--- config.mk ---
export PLATFORM = sky130hd
export DESIGN_NAME = xlat_cache
export DESIGN_NICKNAME = d
export VERILOG_FILES = /design/src/rtl/xlat_pkg.sv /design/src/rtl/xlat_cam.sv /design/src/rtl/xlat_lru.sv /design/src/rtl/xlat_cache.sv
export SDC_FILE = /design/constraint.sdc
export NUM_CORES = 1
export LEC_CHECK = 0
export CAP_MARGIN = 40
export CORE_MARGIN = 2
export CORE_UTILIZATION = 55
export CTS_CLUSTER_SIZE = 10
export DETAILED_ROUTE_END_ITERATION = 10
export PLACE_DENSITY = 0.79
export SETUP_SLACK_MARGIN = 0.1
export SLEW_MARGIN = 20
export SYNTH_ARGS = -nofsm -noshare
export SYNTH_HDL_FRONTEND = slang
export SYNTH_HIERARCHICAL = 1
export SYNTH_SLANG_ARGS = --single-unit
--- constraint.sdc ---
create_clock -name clk -period 16.85 [get_ports clk]
set_clock_uncertainty 0.2 [all_clocks]
set_input_delay 1.685 -clock clk [delete_from_list [all_inputs] [get_ports clk]]
set_output_delay 1.685 -clock clk [all_outputs]
set_load 0.005 [all_outputs]
--- src/rtl/xlat_pkg.sv ---
package xlat_pkg;
  localparam int DEF_ENTRIES = 8;
  localparam int DEF_VA_W    = 32;
  localparam int DEF_OFF_W   = 12;
  localparam int DEF_PFN_W   = 20;
  localparam int DEF_CNT_W   = 32;
endpackage

--- src/rtl/xlat_cam.sv ---
module xlat_cam #(
  parameter int ENTRIES = 8,
  parameter int TAG_W   = 20
) (
  input  logic [TAG_W-1:0]   tags [ENTRIES],
  input  logic [ENTRIES-1:0] valid,
  input  logic [TAG_W-1:0]   key,
  output logic [ENTRIES-1:0] match
);
  for (genvar g = 0; g < ENTRIES; g++) begin : g_cmp
    assign match[g] = valid[g] && (tags[g] == key);
  end
endmodule

--- src/rtl/xlat_lru.sv ---
module xlat_lru #(
  parameter int ENTRIES = 8,
  localparam int IDX_W  = $clog2(ENTRIES)
) (
  input  logic             clk,
  input  logic             rst,
  input  logic             touch_en,
  input  logic [IDX_W-1:0] touch_idx,
  output logic [IDX_W-1:0] oldest_idx
);
  // Age 0 is most recent, ENTRIES-1 is least recent; ages form a permutation.
  logic [IDX_W-1:0] age_q [ENTRIES];
  logic [IDX_W-1:0] touched_age;

  always_comb begin
    touched_age = age_q[touch_idx];
    oldest_idx  = '0;
    for (int i = 0; i < ENTRIES; i++)
      if (age_q[i] == IDX_W'(ENTRIES - 1)) oldest_idx = IDX_W'(i);
  end

  always_ff @(posedge clk) begin
    if (rst) begin
      for (int i = 0; i < ENTRIES; i++) age_q[i] <= IDX_W'(i);
    end else if (touch_en) begin
      for (int i = 0; i < ENTRIES; i++) begin
        if (IDX_W'(i) == touch_idx)       age_q[i] <= '0;
        else if (age_q[i] < touched_age)  age_q[i] <= age_q[i] + 1'b1;
      end
    end
  end
endmodule

--- src/rtl/xlat_cache.sv ---
module xlat_cache #(
  parameter int ENTRIES = xlat_pkg::DEF_ENTRIES,
  parameter int VA_W    = xlat_pkg::DEF_VA_W,
  parameter int OFF_W   = xlat_pkg::DEF_OFF_W,
  parameter int PFN_W   = xlat_pkg::DEF_PFN_W,
  parameter int CNT_W   = xlat_pkg::DEF_CNT_W,
  localparam int VPN_W  = VA_W - OFF_W,
  localparam int PA_W   = PFN_W + OFF_W,
  localparam int IDX_W  = $clog2(ENTRIES)
) (
  input  logic             clk,
  input  logic             rst,
  input  logic             flush,
  input  logic             req_valid,
  input  logic [VA_W-1:0]  req_vaddr,
  input  logic             fill_valid,
  input  logic [VPN_W-1:0] fill_vpn,
  input  logic [PFN_W-1:0] fill_pfn,
  output logic             rsp_valid,
  output logic             rsp_hit,
  output logic             rsp_miss,
  output logic [PA_W-1:0]  rsp_paddr,
  output logic [CNT_W-1:0] access_count,
  output logic [CNT_W-1:0] hit_count
);
  logic [VPN_W-1:0]   tag_q [ENTRIES];
  logic [PFN_W-1:0]   pfn_q [ENTRIES];
  logic [ENTRIES-1:0] valid_q;

  logic [VPN_W-1:0]   req_vpn;
  logic [ENTRIES-1:0] look_match, fill_match;
  logic [IDX_W-1:0]   look_idx, fmatch_idx, free_idx, oldest_idx, fill_idx, touch_idx;
  logic               free_any, look_hit, fill_go, touch_en;
  logic [PFN_W-1:0]   look_pfn;

  assign req_vpn = req_vaddr[VA_W-1:OFF_W];

  xlat_cam #(.ENTRIES(ENTRIES), .TAG_W(VPN_W)) u_look_cam (
    .tags(tag_q), .valid(valid_q), .key(req_vpn), .match(look_match)
  );

  xlat_cam #(.ENTRIES(ENTRIES), .TAG_W(VPN_W)) u_fill_cam (
    .tags(tag_q), .valid(valid_q), .key(fill_vpn), .match(fill_match)
  );

  xlat_lru #(.ENTRIES(ENTRIES)) u_lru (
    .clk(clk), .rst(rst), .touch_en(touch_en),
    .touch_idx(touch_idx), .oldest_idx(oldest_idx)
  );

  // Index encoding, lowest free slot and one-hot frame select.
  always_comb begin
    look_idx   = '0;
    fmatch_idx = '0;
    free_idx   = '0;
    free_any   = 1'b0;
    look_pfn   = '0;
    for (int i = ENTRIES - 1; i >= 0; i--) begin
      if (look_match[i]) look_idx   = IDX_W'(i);
      if (fill_match[i]) fmatch_idx = IDX_W'(i);
      if (!valid_q[i]) begin
        free_idx = IDX_W'(i);
        free_any = 1'b1;
      end
    end
    for (int i = 0; i < ENTRIES; i++)
      look_pfn = look_pfn | (pfn_q[i] & {PFN_W{look_match[i]}});
  end

  assign look_hit  = req_valid && (|look_match) && !flush;
  assign fill_go   = fill_valid && !flush;
  assign fill_idx  = (|fill_match) ? fmatch_idx : (free_any ? free_idx : oldest_idx);
  assign touch_en  = fill_go || (look_hit && !fill_valid);
  assign touch_idx = fill_go ? fill_idx : look_idx;

  // Entry storage: plain write port, no reset on the data arrays.
  always_ff @(posedge clk) begin
    if (fill_go) begin
      tag_q[fill_idx] <= fill_vpn;
      pfn_q[fill_idx] <= fill_pfn;
    end
  end

  always_ff @(posedge clk) begin
    if (rst || flush)  valid_q <= '0;
    else if (fill_go)  valid_q[fill_idx] <= 1'b1;
  end

  always_ff @(posedge clk) begin
    if (rst) begin
      rsp_valid    <= 1'b0;
      rsp_hit      <= 1'b0;
      rsp_miss     <= 1'b0;
      rsp_paddr    <= '0;
      access_count <= '0;
      hit_count    <= '0;
    end else begin
      rsp_valid <= req_valid;
      rsp_hit   <= look_hit;
      rsp_miss  <= req_valid && !look_hit;
      rsp_paddr <= look_hit ? {look_pfn, req_vaddr[OFF_W-1:0]} : '0;
      if (req_valid) access_count <= access_count + 1'b1;
      if (look_hit)  hit_count    <= hit_count + 1'b1;
    end
  end
endmodule

======== After elaboration in Yosys (flattened, before gate mapping) ========
Memories as Yosys holds them, arrays and structs flattened.
Index checks and enable logic that the tools add are counted.
word-level totals
  logic and storage cells ................. 274
  flip-flop bits (word level) ............. 267
  input bits .............................. 77
  memories kept ........................... 2
  RAM bits ................................ 184
memory list
  name         words  bits a word  rd ports  clocked after Yosys merged registers in  wr ports  RTL line          source
  pfn_q        8      20           8         0                                        1         xlat_cache.sv:27  logic [PFN_W-1:0] pfn_q [ENTRIES];
  u_lru.age_q  8      3            9         0                                        8         xlat_lru.sv:12    logic [IDX_W-1:0] age_q [ENTRIES];
cells by class
  bitwise gates (word level) .............. 34
  mux-type cells .......................... 139
  equality and inequality tests ........... 30
  add/subtract/negate cells ............... 10
  reduce and logical (&&, ||, !) cells .... 32
  magnitude comparators ................... 12
operators by type and width
  kind                     number
  $eq A20 B20 Y1           16
  $and A20 B20 Y20         8
  $bwmux W160              1
  $mux W3                  47
  $or A20 B20 Y20          7
  $mux W1                  86
  $add A32 B1 Y32 const B  2
  $demux W20 S3            1
  $add A3 B1 Y3 const B    8
  $lt A3 B3 Y1             8
  $logic_and A1 B1 Y1      23
  $eq A3 B3 Y1 const B     7
  $mux W20                 1
  $or A1 B1 Y1             16
  $reduce_or A8 Y1         2
  $eq A3 B3 Y1 const A     4
  $or A8 B8 Y8             1
  $eq A2 B3 Y1 const A     2
  $ge A4 B4 Y1 const B     1
  $lt A3 B4 Y1 const B     1
  $lt A4 B1 Y1 const B     1
  $mux W2                  2
  $not A3 Y4               1
  $demux W1 S3             1
  other kinds (7)          10

======== Logic depth before layout (Yosys ltp) ========
An unclocked memory read counts as a cell.
  depth in word-level cells ............... 20
  depth in mapped cells ................... 18
  mapped depth without buffers ............ 16

======== Cells and area by module ========
Netlist, hierarchy kept.
by module, submodules not included
  module      times used  seq. area each (sq um)  area each (sq um)  cells an instance
  xlat_cache  1           11751.3                 14875.5            937
  xlat_cam    2           0.0                     1996.9             236
  xlat_lru    1           720.7                   2088.3             202

======== Worst setup path before layout ========
OpenSTA, ideal clock, no wires.
  path type ............................... input -> register
  from .................................... input fill_vpn[16]
  to ...................................... memory u_lru/age_q[5][0] (netlist name), enable pin
  data required time ...................... 16.344 ns
  library setup time ...................... 0.306 ns
  setup slack ............................. 10.188 ns
  path buffers ............................ 2
  cell stages on the path ................. 18
  arrival time ............................ 6.157 ns
  cell sequence ........................... buf_6 -> xor2_1 -> nor4_1 -> nand4_1 -> nor4_2 -> nor4_1 -> nand3_1 -> a21oi_1 -> a221o_1 -> o21ai_0 -> buf_2 -> mux4_2 -> mux2i_1 -> ha_1 -> o21ai_0 -> nor4b_1 -> a31o_1 -> a311o_1
RTL lines
  item         RTL line          source
  from (decl)  xlat_cache.sv:17  input logic [VPN_W-1:0] fill_vpn,
  to (decl)    xlat_lru.sv:12

==> results.ini <==
[outcome]
outcome=complete, no violations

[clock_network]
tritoncts=built
insertion_delay_ps=620
htree_levels=2
clock_path_buffers=3
path_clk_slew_ps=50
post_cts_resized=0
clock-sinks=451
cts_buffers=51
post_cts_buffers=0
cts-root-buf=clkbuf_16
ctsHoldBuffers=0

[die]
ioPinCount=176
core_area_um2=37580
die-height_um=199.2
fp-row-count=71
die_w_um=199.2
start_util_pct=55.77
die-area_um2=39680

[logic_synthesis]
seq_area_frac_synth_pct=59.51
synth.net_count=1721
synth-async-reset-ratio_pct=0
synth_edf_count=344
syn_area_per_cell_um2=13.01
yosysWarningCount=6
ys_seq_elements=451
ys.flop_type=edfxtp_1
syn_inst=1611
synth_area_um2=20960
synth_top_area_share_pct=49.29
synth_top_area_cell=edfxtp_1
ys_types=69
synth_area_leaders=edfxtp_1 (49%), dfxtp_1 (10%), xnor2_1 (9.3%), xor2_1 (5.7%), ha_1 (2.0%)

[detailed_routing]
via_per_inst=6.043
wl_per_cell_um=22.95
postRouteAntennaNets=0
wl_um=53500
initialDrtViolationCount=1238
vias=14086
drtPass1Iterations=5
drc=0

[power_and_ir_drop]
power_switching_uw=515.4
leakagePower_uw=0.007809
pwr-share-seq_pct=51.6
p_clk_share_pct=42.4
p_per_area_nw_per_um2=95.29
p_total_uw=2352
p_int_uw=1837
share_comb_of_total_power_pct=6.0
swShare_pct=21.91
irDropWorstVdd_mv=0.08371

[cells_and_area]
multi_input_area_um2=7950
mostFrequentLayoutCell=edfxtp_1
fin_util_pct=65.69
fillers=2673
fin_area_um2=24690
nNetsFinal=1895
regArea_um2=12470
final_cell_mix=edfxtp_1 (344), xnor2_1 (223), clkdlybuf4s50_1 (174)
drive_gt1_share_pct=7.595
area_growth_pct=17.79

[global_route]
gr-usage-all-layers_pct=27.11
grt_max_degree=72
grt_pass1_vias=13930
grt_overflow=0
grt_pass1_wl_um=81160
antenna_found_initial=2

[setup_path]
cp_max_fo=16
critPathKind=in2reg
path_buf_inv=1
rrSetupSlack_ps=10810
r2r-end=u_lru/age_q[5][2]
cp-start-kind=primary input
end_kind=flip-flop
required_ps=16930
slowest_delay_ps=780
cp_top_family=compound AO/OA/AOI/OAI gates
critical_path.slowest_cell=clkdlybuf4s50_1
reg2reg_from=tag_q[95]
crit_chain=clkdlybuf4s50_1 -> xor2_1 -> nor4_1 -> nand4_1 -> nor4_2 -> or4_1 -> a31oi_1 -> a2111oi_2 -> a22o_1 -> mux4_2 -> mux2i_1 -> ha_1 -> o21ai_0 -> nor4b_1 -> a31o_1 -> a311o_1
rr_worst_depth=15
cp.arrival_ps=7740

[placement]
place_congestion=0.9534
place_area_um2=23060
dp_hpwl_um=34500
numPortBuffers=175

[timing]
setup_tns_ps=0
tightest_slew_ps=846.3
finalHoldViolCount=0
setup_viol=0
fmax_ghz=0.1306
max_slew_margin_pct=41.96
maxSlewViolCount=0
min_period_ps=7658
period_share_pct=45.45
rsz0062_at_grt=false
worst_hold_slack_ps=315.2

[run]
maxCapViolCount=0

[worst_hold_path]
hp-start=access_count[30]
hold_path.class=reg2reg
min_to=access_count[30]
hold-path-cell-count=2

## layout make-up
| type | instances | area share [%] |
|---|---|---|
| well taps | 511 | 2.590 |
| clock inverters | 3 | 0.2686 |
| inverters | 24 | 0.3649 |
| diodes | 3 | 0.03041 |
| multi-input cells | 1050 | 32.20 |
| flip-flops and latches | 451 | 50.52 |
| repair buffers | 207 | 8.292 |
| clock buffers | 82 | 5.727 |
## synthesized netlist by cell type (23+ instances only)
cell and instances:
edfxtp_1 344, xnor2_1 223, xor2_1 137, dfxtp_1 107, nor2_1 82, nand4_1 66
nor4_1 53, nand2_1 42, a22oi_1 41, nand3_1 39, ha_1 33, a21oi_1 31
clkbuf_1 31, buf_6 29, o21ai_0 26, a31oi_1 24, nor3_1 24, inv_1 23
## state kept, by name, summed over array words and instances (netlist names)
register	cells
rsp_valid	1
pfn_q	160
rsp_hit	1
rsp_miss	1
tag_q	160
access_count	32
rsp_paddr	32
u_lru/age_q	24
hit_count	32
valid_q	8
## worst register-to-register path: stages, from the launching register on
cell and delay [ps]:
edfxtp_1 430, xor2_1 170, nor4_1 350, nand4_1 220
nor4_2 400, or4_1 180, a31oi_1 50, a2111oi_2 750
a22o_1 670, mux4_2 400, mux2i_1 680, ha_1 380
o21ai_0 70, nor4b_1 370, a31o_1 210, a311o_1 210
## kinds of logic after synthesis
family / count (synthesis) / synth area share [%]
flops: 451 / 59.51
simple gates: 424 / 11.78
xor+xnor: 364 / 15.36
compound gates: 218 / 7.385
buf+inv: 110 / 3.176
fa+ha+maj: 33 / 1.970
mux: 11 / 0.8239
## layer usage
| metal | vias up | track usage, % | share of wire (%) |
|---|---|---|---|
| li1 | 6360 | - | - |
| met1 | 6972 | 35.93 | 41 |
| met2 | 634 | 44.16 | 49 |
| met3 | 118 | 4.810 | 7.3 |
| met4 | 2 | 11.44 | 3.6 |
| met5 | - | 0 | 0.024 |
## worst max-delay path by stage
| stage | startpoint | to | slack, ps | cells past startpoint |
|---|---|---|---|---|
| floorplan | fill_vpn[16] | u_lru/age_q[5][0] | 10190 | 18 |
| global placement | fill_vpn[5] | u_lru/age_q[5][0] | 8810 | 16 |
| detailed placement | fill_vpn[9] | u_lru/age_q[5][1] | 8690 | 16 |
| CTS | fill_vpn[9] | u_lru/age_q[5][1] | 9280 | 16 |
| global route | fill_vpn[2] | u_lru/age_q[5][0] | 8740 | 16 |
| finish | fill_vpn[15] | u_lru/age_q[5][2] | 9190 | 16 |
## through the flow
step / std cells / worst slack (ps)
2_1_floorplan: 1611 / 10190
6_report: 2331 / 9192
3_5_place_dp: 2232 / 8688
5_1_grt: 2329 / 8736
4_1_cts: 2317 / 9281
3_3_place_gp: 2232 / 8813
## power by group through the flow
stage                     Sequential [uW]  Clock [uW]  Combinational, uW
after floorplan                      1230           0               85.0
after global placement               1240           0                130
after detailed placement             1240           0                134
after CTS                            1210        1010                135
after global routing                 1210        1060                150
final                                1210         998                140
No activity file was read; power rests on OpenSTA's default activity.
